--- src/rtl/scan_row_pkg.sv ---
package scan_row_pkg;
  typedef enum logic [1:0] {
    MODE_GFX_FINE   = 2'b00,
    MODE_GFX_COARSE = 2'b01,
    MODE_TXT_FINE   = 2'b10,
    MODE_TXT_COARSE = 2'b11
  } vmode_e;
endpackage

--- src/rtl/scan_line_ctr.sv ---
module scan_line_ctr #(
  parameter int SCAN_W = 4
) (
  input  logic              clk_i,
  input  logic              rst_ni,
  input  logic              step_i,
  input  logic              clear_i,
  output logic [SCAN_W-1:0] scan_o
);
  logic [SCAN_W-1:0] scan_q, scan_d;
  logic              scan_en;

  always_comb begin
    scan_en = clear_i | step_i;
    scan_d  = clear_i ? '0 : scan_q + 1'b1;
  end

  always_ff @(posedge clk_i or negedge rst_ni) begin
    if (!rst_ni)      scan_q <= '0;
    else if (scan_en) scan_q <= scan_d;
  end

  assign scan_o = scan_q;

  p_step_r2: assert property (@(posedge clk_i) disable iff (!rst_ni)
    (step_i && !clear_i) |=> scan_q == $past(scan_q) + 1'b1);
  p_hold_r2: assert property (@(posedge clk_i) disable iff (!rst_ni)
    (!step_i && !clear_i) |=> $stable(scan_q));
  p_clear_r9: assert property (@(posedge clk_i) disable iff (!rst_ni)
    clear_i |=> scan_q == '0);
endmodule

--- src/rtl/row_step_decode.sv ---
module row_step_decode
  import scan_row_pkg::*;
#(
  parameter int SCAN_W = 4
) (
  input  logic              line_end_i,
  input  logic [1:0]        mode_i,
  input  logic [SCAN_W-1:0] scan_i,
  output logic              adv_o,
  output logic [SCAN_W-1:0] glyph_o
);
  logic [SCAN_W-1:0] low_mask;
  logic              is_text;
  logic              coarse;

  // Bits below the divide boundary: mode n checks the low n+1 scan bits.
  always_comb begin
    for (int i = 0; i < SCAN_W; i++) begin
      low_mask[i] = (i <= int'(mode_i));
    end
  end

  assign adv_o   = line_end_i & (&(scan_i | ~low_mask));
  assign is_text = mode_i[1];
  assign coarse  = (mode_i == MODE_TXT_COARSE);

  // Fine text drops the top scan bit from the font row.
  genvar g;
  generate
    for (g = 0; g < SCAN_W; g++) begin : g_glyph
      if (g == SCAN_W - 1) begin : g_top
        assign glyph_o[g] = is_text & coarse & scan_i[g];
      end else begin : g_low
        assign glyph_o[g] = is_text & scan_i[g];
      end
    end
  endgenerate
endmodule

--- src/rtl/row_ctr.sv ---
module row_ctr #(
  parameter int ROW_W = 8
) (
  input  logic             clk_i,
  input  logic             rst_ni,
  input  logic             load_i,
  input  logic [ROW_W-1:0] data_i,
  input  logic             adv_i,
  output logic [ROW_W-1:0] row_o
);
  localparam logic [ROW_W-1:0] ROW_MAX = '1;

  logic [ROW_W-1:0] row_q, row_d;
  logic             row_en;

  always_comb begin
    row_en = load_i | adv_i;
    row_d  = load_i ? data_i : row_q + 1'b1;
  end

  always_ff @(posedge clk_i or negedge rst_ni) begin
    if (!rst_ni)     row_q <= '0;
    else if (row_en) row_q <= row_d;
  end

  assign row_o = row_q;

  p_load_r9: assert property (@(posedge clk_i) disable iff (!rst_ni)
    load_i |=> row_q == $past(data_i));
  p_wrap_r8: assert property (@(posedge clk_i) disable iff (!rst_ni)
    (adv_i && !load_i && row_q == ROW_MAX) |=> row_q == '0);
  p_idle_r8: assert property (@(posedge clk_i) disable iff (!rst_ni)
    (!adv_i && !load_i) |=> $stable(row_q));
endmodule

--- src/rtl/scan_row_divider.sv ---
module scan_row_divider
  import scan_row_pkg::*;
#(
  parameter int SCAN_W = 4,
  parameter int ROW_W  = 8
) (
  input  logic              clk_i,
  input  logic              rst_ni,
  input  logic              line_end_i,
  input  logic [1:0]        mode_i,
  input  logic              row_load_i,
  input  logic [ROW_W-1:0]  row_data_i,
  output logic [SCAN_W-1:0] scan_o,
  output logic [SCAN_W-1:0] glyph_row_o,
  output logic              row_adv_o,
  output logic [ROW_W-1:0]  row_o
);
  logic [SCAN_W-1:0] scan;
  logic              adv;

  scan_line_ctr #(.SCAN_W(SCAN_W)) u_scan (
    .clk_i   (clk_i),
    .rst_ni  (rst_ni),
    .step_i  (line_end_i),
    .clear_i (row_load_i),
    .scan_o  (scan)
  );

  row_step_decode #(.SCAN_W(SCAN_W)) u_dec (
    .line_end_i (line_end_i),
    .mode_i     (mode_i),
    .scan_i     (scan),
    .adv_o      (adv),
    .glyph_o    (glyph_row_o)
  );

  row_ctr #(.ROW_W(ROW_W)) u_row (
    .clk_i  (clk_i),
    .rst_ni (rst_ni),
    .load_i (row_load_i),
    .data_i (row_data_i),
    .adv_i  (adv),
    .row_o  (row_o)
  );

  assign scan_o    = scan;
  assign row_adv_o = adv;

  p_strobe_only_r10: assert property (@(posedge clk_i) disable iff (!rst_ni)
    row_adv_o |-> line_end_i);
  p_gfx_glyph_r7: assert property (@(posedge clk_i) disable iff (!rst_ni)
    !mode_i[1] |-> glyph_row_o == '0);
  p_fine_adv_r3: assert property (@(posedge clk_i) disable iff (!rst_ni)
    (mode_i == MODE_GFX_FINE && line_end_i && scan_o[0]) |-> row_adv_o);
  p_coarse_txt_r6: assert property (@(posedge clk_i) disable iff (!rst_ni)
    (mode_i == MODE_TXT_COARSE && row_adv_o) |-> (&scan_o));
endmodule

--- config.mk ---
export PLATFORM = sky130hd
export DESIGN_NAME = scan_row_divider
export DESIGN_NICKNAME = d
export VERILOG_FILES = /design/src/rtl/scan_row_pkg.sv /design/src/rtl/scan_line_ctr.sv /design/src/rtl/row_step_decode.sv /design/src/rtl/row_ctr.sv /design/src/rtl/scan_row_divider.sv
export SDC_FILE = /design/constraint.sdc
export NUM_CORES = 1
export LEC_CHECK = 0
export ABC_AREA = 0
export BUFFER_PORTS_ARGS = -buffer_cell sky130_fd_sc_hd__buf_2
export CAP_MARGIN = 30
export CORE_AREA = 8 8 48 50
export CTS_BUF_LIST = sky130_fd_sc_hd__clkbuf_8
export CTS_CLUSTER_SIZE = 30
export DETAILED_ROUTE_END_ITERATION = 8
export DIE_AREA = 0 0 56 58
export PLACE_DENSITY = 0.87
export SYNTH_ARGS = -nofsm -noshare
export SYNTH_HDL_FRONTEND = slang
export SYNTH_HIERARCHICAL = 1
export SYNTH_SLANG_ARGS = --single-unit
--- constraint.sdc ---
create_clock -name clk_i -period 2.2 [get_ports clk_i]
set_input_delay 0.11 -clock clk_i [delete_from_list [all_inputs] [get_ports clk_i]]
set_output_delay 0.11 -clock clk_i [all_outputs]
set_load 0.01 [all_outputs]
---- Word-level counts from Yosys, hierarchy flattened ----
Index checks and enable logic that the tools add are counted.
Widths: inputs -> output; s select.
storage, ports and cells
  bits in registers ....................... 12
  logic and storage cells ................. 21
  output and inout bits ................... 17
  input bits .............................. 14
cells by class
  bitwise gates (word level) .............. 10
  reductions and logical operators ........ 1
  equal/unequal tests ..................... 1
  $lt $le $gt $ge ......................... 3
  $add $sub $neg .......................... 2
  multiplexer cells ....................... 2
operator list
  kind                 count
  $add 8x1->8 const B  1
  $mux 8               1
  $and 1x1->1          6
  $add 4x1->4 const B  1
  $le 2x2->1 const A   2
  $mux 4               1
  $not 4->4            1
  $or 4x4->4           1
  $reduce_and 4->1     1
  $eq 2x2->1 const B   1
  $le 1x2->1 const A   1
  $or 1x1->1           2

---- Longest topological paths before layout ----
Gate-level depths: netlist of the first run.
  depth after elaboration ................. 6
  gate-level depth with buffers ........... 7
  mapped depth without buffers ............ 6

---- Modules after synthesis ----
Netlist of the first run, hierarchy kept.
by module, submodules not included
  module           seq. area each (um^2)  instances  cells an instance  area an instance (um^2)
  row_ctr          200.2                  1          50                 461.7
  scan_line_ctr    100.1                  1          16                 192.7
  row_step_decode  0.0                    1          9                  55.1

---- Worst setup path before layout of the first run ----
Ideal clock, no wire load.
  path kind ............................... reg-to-reg
  start point ............................. reg u_scan.scan_q[1], in the netlist u_scan/scan_o[1]
  end point ............................... reg u_row.row_q[7], in the netlist u_row/row_o[7]
  cell stages (with the launch flop) ...... 7
  data required time ...................... 2131 ps
  path slack .............................. 236 ps
  library setup time ...................... 69 ps
  data arrival time ....................... 1896 ps
  cells stage by stage .................... dfrtp_1 -> nand2_1 -> a221oi_1 -> buf_4 -> nand4_4 -> or4_1 -> nand3_1
on the way
  cells in the longest elaborated chain, start to end .. 4
RTL lines
  element                   line                    source
  start: declaration        scan_line_ctr.sv:10     logic [SCAN_W-1:0] scan_q, scan_d;
  start signal: assignment  scan_line_ctr.sv:20     else if (scan_en) scan_q <= scan_d;
  $or 4x4->4                row_step_decode.sv:23   assign adv_o = line_end_i & (&(scan_i | ~low_mask));
  $reduce_and 4->1          row_step_decode.sv:23
  $and 1x1->1               row_step_decode.sv:23
  via row_adv_o             scan_row_divider.sv:15  output logic row_adv_o,
  $or 1x1->1                row_ctr.sv:17           row_en = load_i | adv_i;
  end signal: assignment    row_ctr.sv:23           else if (row_en) row_q <= row_d;
  end: declaration          row_ctr.sv:13           logic [ROW_W-1:0] row_q, row_d;
The timed path passes the listed nets, and every way through them passes these cells.
A chain may end at the register's enable or synchronous reset.

---- Worst setup path after layout of the first run ----
  start point ............................. reg u_scan.scan_q[1], in the netlist u_scan/scan_o[1]
  end point ............................... reg u_row.row_q[7], in the netlist u_row/row_o[7]
on the way
  cells in the longest elaborated chain, start to end .. 4
RTL lines
  element           line
  $or 4x4->4        row_step_decode.sv:23
  $reduce_and 4->1  row_step_decode.sv:23
  $and 1x1->1       row_step_decode.sv:23
  $or 1x1->1        row_ctr.sv:17
Every way passes these cells.

==> results of run 1 <==
-- layout make-up --
type / instances / area (µm²) / share of cell area (%)
Clock buffer: 4 / 55.1 / 5.90
Inverter: 1 / 3.75 / 0.402
Multi-Input combinational cell: 59 / 385 / 41.3
Sequential cell: 12 / 300 / 32.2
Tap cell: 17 / 21.3 / 2.28
Timing Repair Buffer: 32 / 168 / 18.0
-- flip-flops by register name (all words and copies together) (netlist names) --
register,cells
u_row/row_o,8
u_scan/scan_o,4
-- worst max-delay path, delay by kind of cell, from the launching register on --
kind | cells | cell delay [ps]
flip-flops | 1 | 440
AND/OR/NAND/NOR | 4 | 760
AO/OA/AOI/OAI | 1 | 280
buffers and inverters | 1 | 210
-- per-stage QoR --
| stage | instance area [µm²] | hold slack (ps) | power (mW) | setup WS, ps | utilization (%) |
|---|---|---|---|---|---|
| floorplan | 709 | -186 | 0.318 | 236 | - |
| global placement | 868 | -1.05 | 0.364 | 516 | 53.8 |
| detailed placement | 868 | 11.4 | 0.370 | 440 | 53.8 |
| CTS | 933 | 72.8 | 0.615 | 429 | 57.8 |
| global route | 933 | 78.0 | 0.638 | 280 | 57.8 |
| finish | 933 | 73.5 | 0.605 | 445 | 57.8 |
-- kinds of logic (layout without fill, tap and decap cells) --
group           Yosys count  after routing
xor+xnor                  5              5
fa+ha+maj                 2              2
flops                    12             12
compound gates           12             12
simple gates             37             37
mux                       3              3
buf+inv                   4             37
-- power groups by stage --
stage | Combinational (mW) | Clock (mW) | Sequential (mW)
floorplan | 0.0448 | 0 | 0.273
finish | 0.0993 | 0.239 | 0.267
global placement | 0.0962 | 0 | 0.268
global route | 0.114 | 0.253 | 0.270
CTS | 0.102 | 0.247 | 0.267
detailed placement | 0.0996 | 0 | 0.270
-- synthesized netlist by cell type --
master     n
o21ai_0    2
nand3b_1   1
nand4_1    4
nand4_4    1
mux2_4     1
inv_1      1
a221oi_1   1
and3_2     1
a21bo_2    1
ha_1       2
mux2i_1    2
o21ai_1    7
and2_2     3
nand3_1    5
nor2b_1    4
buf_4      2
a21oi_1    1
nor2_1     3
or4_1      3
nand2_1   12
dfrtp_1   12
xnor2_1    2
xor2_1     3
clkbuf_2   1
-- how the worst max path moves through the flow --
stage / start / endpoint / slack (ps) / cells past startpoint
final: u_scan/scan_o[1]$_DFFE_PN0P_ / u_row/row_o[7]$_DFFE_PN0P_ / 450 / 6
after global routing: u_scan/scan_o[1]$_DFFE_PN0P_ / u_row/row_o[7]$_DFFE_PN0P_ / 280 / 6
after CTS: u_scan/scan_o[1]$_DFFE_PN0P_ / u_row/row_o[7]$_DFFE_PN0P_ / 430 / 6
after detailed placement: u_scan/scan_o[1]$_DFFE_PN0P_ / u_row/row_o[7]$_DFFE_PN0P_ / 440 / 6
after global placement: u_scan/scan_o[1]$_DFFE_PN0P_ / u_row/row_o[7]$_DFFE_PN0P_ / 520 / 6
after floorplan: u_scan/scan_o[1]$_DFFE_PN0P_ / u_row/row_o[7]$_DFFE_PN0P_ / 240 / 6
-- per-layer routing --
metal	routed length [µm]	share of wire (%)
met1	823	47
met2	782	44
met3	143	8.1
met4	18	1.0
met5	0	0
==> impl_metrics.csv, run 1 <==
group,metric,value,unit
floorplan,coreArea,1610,µm²
grt,grt_first_pass_wirelength,3110,µm
grt,grt_antenna_before_repair,0,
power_and_ir_drop,pwr-share-seq,44.1,%
floorplan,fp.dieH,58,µm
run_status,status,"completed",
clock_tree,cts_resized,0,
timing,post-route-min-period,1750,ps
power_and_ir_drop,p_leak,0.463,nW
worst_setup_path,slowest_stage,"or4_1",
yosys,synthSimpleGateAreaFrac,30.0,%
yosys,synth-compound-area-share,9.70,%
timing,finalHoldViolations,0,
clock_tree,clkTransAtPathRegs,50,ps
yosys,synth_top_family_by_area,"simple AND/OR/NAND/NOR gates",
worst_setup_path,crit_chain,"nand2_1 -> a221oi_1 -> buf_4 -> nand4_4 -> or4_1 -> nand3_1",
yosys,yosysTopAreaCell,"dfrtp_1",
cells_and_area,layout.nets,125,
yosys,yosysWarningCount,6,
clock_tree,clk_path_buf_depth,2,
yosys,synthXorXnorAreaFrac,6.17,%
grt,grtUsageMet2,18.9,%
drt,first_pass_iters,4,
worst_setup_path,critPathLaunchType,"flop",
worst_setup_path,rr_startpoint,"u_scan/scan_o[1]$_DFFE_PN0P_",
min_path,holdPathStages,3,
timing,fin_setup_tns,0,ps
clock_tree,cts_root_buffer,"clkbuf_8",
clock_tree,post_cts_buffers,0,
place,placedCellCount,120,
min_path,worstHoldPathType,"in -> reg",
yosys,netlist.area_leader.share,42.3,%
worst_setup_path,arrival,1930,ps
floorplan,dieArea,3250,µm²
cells_and_area,syn_to_final_growth,31.6,%
yosys,yosysSeqAreaShare,42.3,%
clock_tree,h-tree-depth,1,
grt,grt_start_max_net_pins,25,
floorplan,start_util,44.0,%
timing,drv_slew,0,
flow_run,maxCapViolCount,0,
worst_setup_path,r2r_slack,450,ps
floorplan,rows,15,
yosys,synthCells,75,
cells_and_area,drive_gt1_share,38.9,%
timing,skew,2.23,ps
grt,grt_busiest_layer,"met2",
clock_tree,clock_sinks,12,
power_and_ir_drop,vdd_drop_max,0.502,mV
timing,grt_setup_unrepaired,"false",
yosys,synthMuxAreaShare,4.94,%
worst_setup_path,path_class,"reg -> reg",
drt,drt_iter0_markers,4,
power_and_ir_drop,netSwitchingPower,0.162,mW
power_and_ir_drop,sw_frac_of_total,26.8,%
power_and_ir_drop,p_int,0.443,mW
clock_tree,cts_tree,"yes",
clock_tree,clock_latency,240,ps
cells_and_area,n_antenna_cell,0,
timing,fin_crit_sh,79.8,%
worst_setup_path,path_max_fanout,8,
clock_tree,numCtsBuffers,3,
power_and_ir_drop,p_per_area,649,nW/µm²
yosys,synth_seq_cells,12,
cells_and_area,final_cell_mix,"30 x buf_2, 12 x nand2_1, 12 x dfrtp_1",
yosys,synth.net_count,91,
timing,fmax,0.570,GHz
drt,postRouteAntennaNets,0,
grt,met3_usage,5.02,%
drt,totalWireLength,1770,µm
power_and_ir_drop,pwr-share-comb,16.4,%
worst_setup_path,required,2380,ps
worst_setup_path,crit_path_max_incr_delay,480,ps
cells_and_area,fillers,158,
place,io_buffers,30,
grt,gr-usage-met1,12.6,%
drt,wl_per_cell,14.1,µm
yosys,synthDistinctLibCells,24,
cells_and_area,final_cells,125,
yosys,synthTopCellsByArea,"dfrtp_1 42%, nand2_1 6.3%, o21ai_1 4.9%",
worst_setup_path,end_kind,"flop",
min_path,hold_end,"u_row/row_o[6]$_DFFE_PN0P_",
timing,tightestPinTransition,374,ps
floorplan,ioPinCount,31,
yosys,netlist_area,709,µm²
clock_tree,ctsHoldBuffers,1,
yosys,syn_area_per_cell,9.46,µm²
timing,relSlewSlack,75.1,%
yosys,yosys.area_share.adder,3.53,%
cells_and_area,final_common_cell,"buf_2",
place,routabilityCongestion,0.776,
grt,grt_pass1_vias,740,
grt,grt_remaining_overflow,0,
grt,grtUsageTotal,11.4,%
power_and_ir_drop,clockPowerShare,39.5,%
worst_setup_path,r2r-end,"u_row/row_o[7]$_DFFE_PN0P_",
drt,vias,680,
floorplan,fp.dieW,56,µm
min_path,hold_start,"row_data_i[6]",
drt,via_per_inst,5.44,
place,dp_hpwl,1360,µm
timing,finalSetupViolCount,0,
drt,drcViolationCount,0,
worst_setup_path,r2r_cells,6,
No activity file was read; power rests on OpenSTA's default activity.
==> inputs of run 2 (changes only) <==
==> constraint.sdc (replaced) <==
create_clock -name clk_i -period 1.7 [get_ports clk_i]
set_input_delay 0.085 -clock clk_i [delete_from_list [all_inputs] [get_ports clk_i]]
set_output_delay 0.085 -clock clk_i [all_outputs]
set_load 0.01 [all_outputs]
==> run 2 against run 1 <==
  * Count of clock-buffer cells in the layout did not move
  * Critical path depth did not move
  * Core utilization rose by 2.7 points
  * Hold slack got worse by 31 ps
  * Via count rose by 1.8%
  * Sequential share of layout area fell by 1.3 points
==> impl_metrics.csv, run 2 (synthesis results as in run 1) <==
group,metric,value,unit
run_status,status,"completed",
power_and_ir_drop,p_per_area,815,nW/µm²
clock_tree,clkTransAtPathRegs,50,ps
min_path,worstHoldPathType,"in -> reg",
worst_setup_path,rr_startpoint,"u_scan/scan_o[1]$_DFFE_PN0P_",
timing,fin_crit_sh,94.2,%
cells_and_area,final_common_cell,"buf_2",
clock_tree,clk_path_buf_depth,2,
cells_and_area,largest_reg_flops,8,
drt,postRouteAntennaNets,0,
drt,drt_iter0_markers,11,
worst_setup_path,path_max_fanout,8,
worst_setup_path,end_kind,"flop",
timing,skew,5.57,ps
grt,grtUsageTotal,10.8,%
timing,finalSetupViolCount,0,
power_and_ir_drop,sw_frac_of_total,27.0,%
worst_setup_path,arrival,1770,ps
floorplan,start_util,44.0,%
timing,fmax,0.624,GHz
min_path,hold_start,"row_data_i[6]",
timing,drv_slew,0,
timing,finalHoldViolations,0,
timing,tightestPinTransition,386,ps
grt,met3_usage,5.24,%
cells_and_area,fillers,141,
power_and_ir_drop,vdd_drop_max,0.489,mV
power_and_ir_drop,pwr-share-seq,43.0,%
floorplan,coreArea,1610,µm²
cells_and_area,final_cell_mix,"30 x buf_2, 11 x nand2_1, 11 x dfrtp_1",
drt,vias,692,
clock_tree,cts_root_buffer,"clkbuf_8",
cells_and_area,n_antenna_cell,0,
clock_tree,h-tree-depth,1,
floorplan,ioPinCount,31,
floorplan,dieArea,3250,µm²
grt,grt_remaining_overflow,0,
cells_and_area,syn_to_final_growth,37.7,%
cells_and_area,regArea,302,µm²
grt,grt_busiest_layer,"met2",
power_and_ir_drop,pwr-share-comb,17.8,%
worst_setup_path,crit_path_max_incr_delay,420,ps
worst_setup_path,cp-startpoint,"u_scan/scan_o[1]$_DFFE_PN0P_",
drt,totalWireLength,1780,µm
cells_and_area,final_cells,129,
clock_tree,cts_tree,"yes",
flow_run,maxCapViolCount,0,
grt,grt_start_max_net_pins,25,
power_and_ir_drop,clockPowerShare,39.2,%
place,io_buffers,30,
floorplan,fp.dieH,58,µm
grt,gr-usage-met1,12.3,%
worst_setup_path,critPathLaunchType,"flop",
timing,worst_slack,98.6,ps
grt,grtUsageMet2,16.6,%
place,dp_hpwl,1350,µm
worst_setup_path,required,1870,ps
cells_and_area,multi_input_area,398,µm²
drt,wl_per_cell,13.8,µm
cells_and_area,fin_util,60.5,%
worst_setup_path,slowest_stage,"dfrtp_2",
grt,grt_pass1_vias,695,
clock_tree,clock_sinks,12,
clock_tree,clock_latency,240,ps
floorplan,fp.dieW,56,µm
worst_setup_path,crit_chain,"nand2_2 -> a221oi_2 -> buf_4 -> nand4_4 -> or4_1 -> nand3_1",
place,placedCellCount,121,
timing,relSlewSlack,74.3,%
grt,grt_first_pass_wirelength,2880,µm
worst_setup_path,path_class,"reg -> reg",
power_and_ir_drop,p_leak,0.485,nW
drt,drcViolationCount,0,
drt,via_per_inst,5.36,
drt,first_pass_iters,6,
power_and_ir_drop,p_int,0.581,mW
cells_and_area,layout.nets,129,
clock_tree,numCtsBuffers,3,
grt,grt_antenna_before_repair,0,
place,preCtsSetupSlack,89.8,ps
cells_and_area,drive_gt1_share,44.6,%
place,routabilityCongestion,0.815,
floorplan,rows,15,
power_and_ir_drop,netSwitchingPower,0.215,mW
timing,post-route-min-period,1600,ps
run 2: cell count changes in the layout (fill, tap and decap cells not counted):
cell / previous run / this run
buf_4: 1 / 5
a221oi_1: 1 / 0
a221oi_2: 0 / 1
dfrtp_1: 12 / 11
dfrtp_2: 0 / 1
nand2_1: 12 / 11
nand2_2: 0 / 1
o21ai_1: 7 / 6
o21ai_2: 0 / 1
run 2: final timing paths:
kind	endpoint	slack (ps)	cells after the start
max	u_row/row_o[7]$_DFFE_PN0P_	100	6
min	u_row/row_o[6]$_DFFE_PN0P_	40	3
max reg2reg	u_row/row_o[7]$_DFFE_PN0P_	100	6
min reg2reg	u_row/row_o[7]$_DFFE_PN0P_	600	2
max in group asynchronous	u_scan/scan_o[1]$_DFFE_PN0P_	1220	2
min in group asynchronous	u_row/row_o[5]$_DFFE_PN0P_	240	2
run 2: metal layers:
metal	vias up	share of wire [%]
met5	-	0
met4	0	1.2
met3	2	9.0
met2	31	42
met1	319	48
li1	340	-
run 2: cell type report:
type / count / area share [%]
Multi-Input combinational cell: 59 / 40.7
Tap cell: 17 / 2.18
Timing Repair Buffer: 36 / 20.2
Sequential cell: 12 / 30.9
Clock buffer: 4 / 5.63
Inverter: 1 / 0.384
run 2: worst max-delay path: cells and delay by family, from the launching register on:
family,cells,cell delay [ps]
flip-flops,1,420
AND/OR/NAND/NOR,4,690
AO/OA/AOI/OAI,1,230
buffers and inverters,1,200
run 2: repair_timing:
action,CTS,global route
gates resized for setup,0,2
setup endpoints to repair,0,3
hold endpoints to repair,12,0
hold buffers,1,0
setup buffers,0,3
run 2: power groups by stage:
stage / logic, mW / clock network, mW / registers, mW
after global placement: 0.132 / 0 / 0.344
after CTS: 0.139 / 0.317 / 0.342
final: 0.142 / 0.312 / 0.342
after floorplan: 0.0587 / 0 / 0.354
after global routing: 0.160 / 0.330 / 0.346
after detailed placement: 0.137 / 0 / 0.347
run 2: metrics by stage:
step,hold slack [ps],total power [mW],instance area [µm²],TNS (ps)
2_1_floorplan,-211,0.413,717,-34.8
3_3_place_gp,-25.7,0.477,883,0
3_5_place_dp,-19.2,0.484,883,0
4_1_cts,39.6,0.798,948,0
5_1_grt,51.8,0.836,977,-35.9
6_report,42.9,0.797,977,0
==> inputs of run 3 (changes only) <==
--- a/config.mk
+++ b/config.mk
@@ -8,12 +8,11 @@
 export ABC_AREA = 0
 export BUFFER_PORTS_ARGS = -buffer_cell sky130_fd_sc_hd__buf_2
 export CAP_MARGIN = 30
-export CORE_AREA = 8 8 48 50
-export CTS_BUF_LIST = sky130_fd_sc_hd__clkbuf_8
+export CORE_AREA = 8 8 49 51
 export CTS_CLUSTER_SIZE = 30
 export DETAILED_ROUTE_END_ITERATION = 8
-export DIE_AREA = 0 0 56 58
-export PLACE_DENSITY = 0.87
+export DIE_AREA = 0 0 57 59
+export PLACE_DENSITY = 0.84
 export SYNTH_ARGS = -nofsm -noshare
 export SYNTH_HDL_FRONTEND = slang
 export SYNTH_HIERARCHICAL = 1
==> run 3 against run 2 <==
  * Setup slack lost 22 ps
  * Power is 11% lower
  * Critical path depth down 1
==> impl_metrics.csv, run 3 (synthesis results as in run 1) <==
group,metric,value,unit
run_status,status,"completed",
drt,postRouteAntennaNets,0,
floorplan,rows,15,
timing,finalHoldViolations,0,
cells_and_area,largest_reg_flops,8,
timing,skew,3.96,ps
cells_and_area,n_antenna_cell,0,
power_and_ir_drop,p_leak,0.482,nW
min_path,worstHoldPathType,"in -> reg",
place,place_area,891,µm²
clock_tree,clkTransAtPathRegs,80,ps
cells_and_area,fillers,166,
worst_setup_path,critPathLaunchType,"flop",
worst_setup_path,end_kind,"flop",
floorplan,ioPinCount,31,
worst_setup_path,path_max_fanout,6,
timing,worst_slack,76.7,ps
clock_tree,cts_root_buffer,"clkbuf_4",
worst_setup_path,cp-startpoint,"u_scan/scan_o[1]$_DFFE_PN0P_",
floorplan,fp.dieW,57,µm
drt,via_per_inst,5.29,
place,routabilityCongestion,0.788,
place,io_buffers,30,
cells_and_area,final_common_cell,"buf_2",
clock_tree,h-tree-depth,1,
worst_setup_path,arrival,1830,ps
drt,first_pass_iters,4,
drt,wl_per_cell,14.5,µm
power_and_ir_drop,clockPowerShare,31.1,%
timing,drv_slew,0,
timing,fmax,0.616,GHz
place,preCtsSetupSlack,38.8,ps
floorplan,start_util,43.0,%
power_and_ir_drop,netSwitchingPower,0.200,mW
place,dp_hpwl,1440,µm
grt,grtUsageTotal,11.6,%
grt,grt_start_max_net_pins,25,
timing,fin_crit_sh,95.5,%
power_and_ir_drop,vdd_drop_max,0.439,mV
clock_tree,clk_path_buf_depth,2,
clock_tree,clock_latency,260,ps
timing,relSlewSlack,74.5,%
cells_and_area,drive_gt1_share,43.8,%
grt,grt_remaining_overflow,0,
drt,vias,683,
worst_setup_path,required,1900,ps
clock_tree,cts_tree,"yes",
min_path,holdPathStages,3,
timing,finalSetupViolCount,0,
min_path,hold_end,"u_row/row_o[6]$_DFFE_PN0P_",
cells_and_area,multi_input_area,405,µm²
power_and_ir_drop,p_int,0.506,mW
cells_and_area,regArea,302,µm²
grt,grt_antenna_before_repair,0,
cells_and_area,final_cells,129,
power_and_ir_drop,sw_frac_of_total,28.3,%
drt,totalWireLength,1880,µm
worst_setup_path,slowest_stage,"dfrtp_2",
floorplan,dieArea,3360,µm²
cells_and_area,syn_to_final_growth,36.2,%
cells_and_area,stdcell_area,966,µm²
flow_run,maxCapViolCount,0,
worst_setup_path,crit_path_max_incr_delay,420,ps
drt,drt_iter0_markers,8,
place,placedCellCount,122,
worst_setup_path,r2r-end,"u_row/row_o[5]$_DFFE_PN0P_",
floorplan,fp.dieH,59,µm
grt,grt_first_pass_wirelength,3170,µm
power_and_ir_drop,pwr-share-comb,20.4,%
worst_setup_path,cpLargestDelayFamily,"simple AND/OR/NAND/NOR gates",
worst_setup_path,r2r_slack,80,ps
min_path,hold_start,"row_data_i[6]",
power_and_ir_drop,p_per_area,731,nW/µm²
power_and_ir_drop,pwr-share-seq,48.5,%
worst_setup_path,crit_chain,"nand2_2 -> a221oi_4 -> nand3_1 -> or4_1 -> nand3_1",
timing,tightestPinTransition,382,ps
floorplan,coreArea,1650,µm²
clock_tree,numCtsBuffers,3,
timing,post-route-min-period,1620,ps
worst_setup_path,worst-path-buf-inv,0,
cells_and_area,final_cell_mix,"30 x buf_2, 11 x nand2_1, 11 x dfrtp_1",
drt,drcViolationCount,0,
worst_setup_path,r2r_cells,5,
timing,grt_setup_unrepaired,"false",
worst_setup_path,path_common_cell,"nand3_1",
worst_setup_path,rr_startpoint,"u_scan/scan_o[1]$_DFFE_PN0P_",
clock_tree,clock_sinks,12,
grt,grt_pass1_vias,744,
worst_setup_path,path_class,"reg -> reg",
cells_and_area,layout.nets,129,
==> run 3: changes by cell type in the layout (fill, tap and decap cells not counted) <==
cell	delta
clkbuf_4	+3
clkbuf_8	-3
a221oi_2	-1
a221oi_4	+1
o21ai_1	+1
o21ai_2	-1
==> run 3: tightest hold or removal path: cells and delay by family <==
kind          cells  cell delay (ps)
simple gates      2               90
buf+inv           1               70
==> run 3: layer usage <==
metal | wire length, µm | vias up | track usage, %
li1 | - | 343 | -
met1 | 843 | 311 | 13.1
met2 | 839 | 29 | 18.0
met3 | 193 | 0 | 5.58
met4 | 0 | 0 | 5.03
met5 | 0 | - | 0
==> run 3: metrics by stage <==
step	power [mW]	hold slack, ps	TNS, ps	utilization [%]
floorplan	0.413	-211	-34.8	-
global placement	0.479	-23.3	0	53.9
detailed placement	0.486	-21.7	0	53.9
CTS	0.710	17.7	0	56.7
global route	0.761	29.6	0	58.5
finish	0.706	23.5	0	58.5
==> run 3: final cells by class <==
class                           count  area share (%)
Multi-Input combinational cell     59            42.0
Clock buffer                        4            3.76
Inverter                            1           0.389
Tap cell                           17            2.20
Timing Repair Buffer               36            20.5
Sequential cell                    12            31.2
==> run 3: worst max-delay path by stage <==
stage | end | slack [ps] | cells past startpoint
6_report | u_row/row_o[5]$_DFFE_PN0P_ | 80 | 5
5_1_grt | u_row/row_o[5]$_DFFE_PN0P_ | 4 | 5
4_1_cts | u_row/row_o[5]$_DFFE_PN0P_ | 10 | 5
3_5_place_dp | u_row/row_o[5]$_DFFE_PN0P_ | 40 | 5
3_3_place_gp | u_row/row_o[7]$_DFFE_PN0P_ | 120 | 5
2_1_floorplan | u_row/row_o[6]$_DFFE_PN0P_ | -20 | 6
==> run 3: what timing repair did <==
action	in CTS	in global routing
hold endpoints to repair	12	0
hold buffers	1	0
setup endpoints to repair	0	6
setup buffers	0	2
gates resized for setup	0	2
==> run 3: power groups by stage <==
stage | sequential (mW) | combinational, mW | clock [mW]
2_1_floorplan | 0.354 | 0.0587 | 0
3_3_place_gp | 0.345 | 0.134 | 0
3_5_place_dp | 0.348 | 0.138 | 0
4_1_cts | 0.343 | 0.140 | 0.227
5_1_grt | 0.347 | 0.165 | 0.250
6_report | 0.342 | 0.144 | 0.219
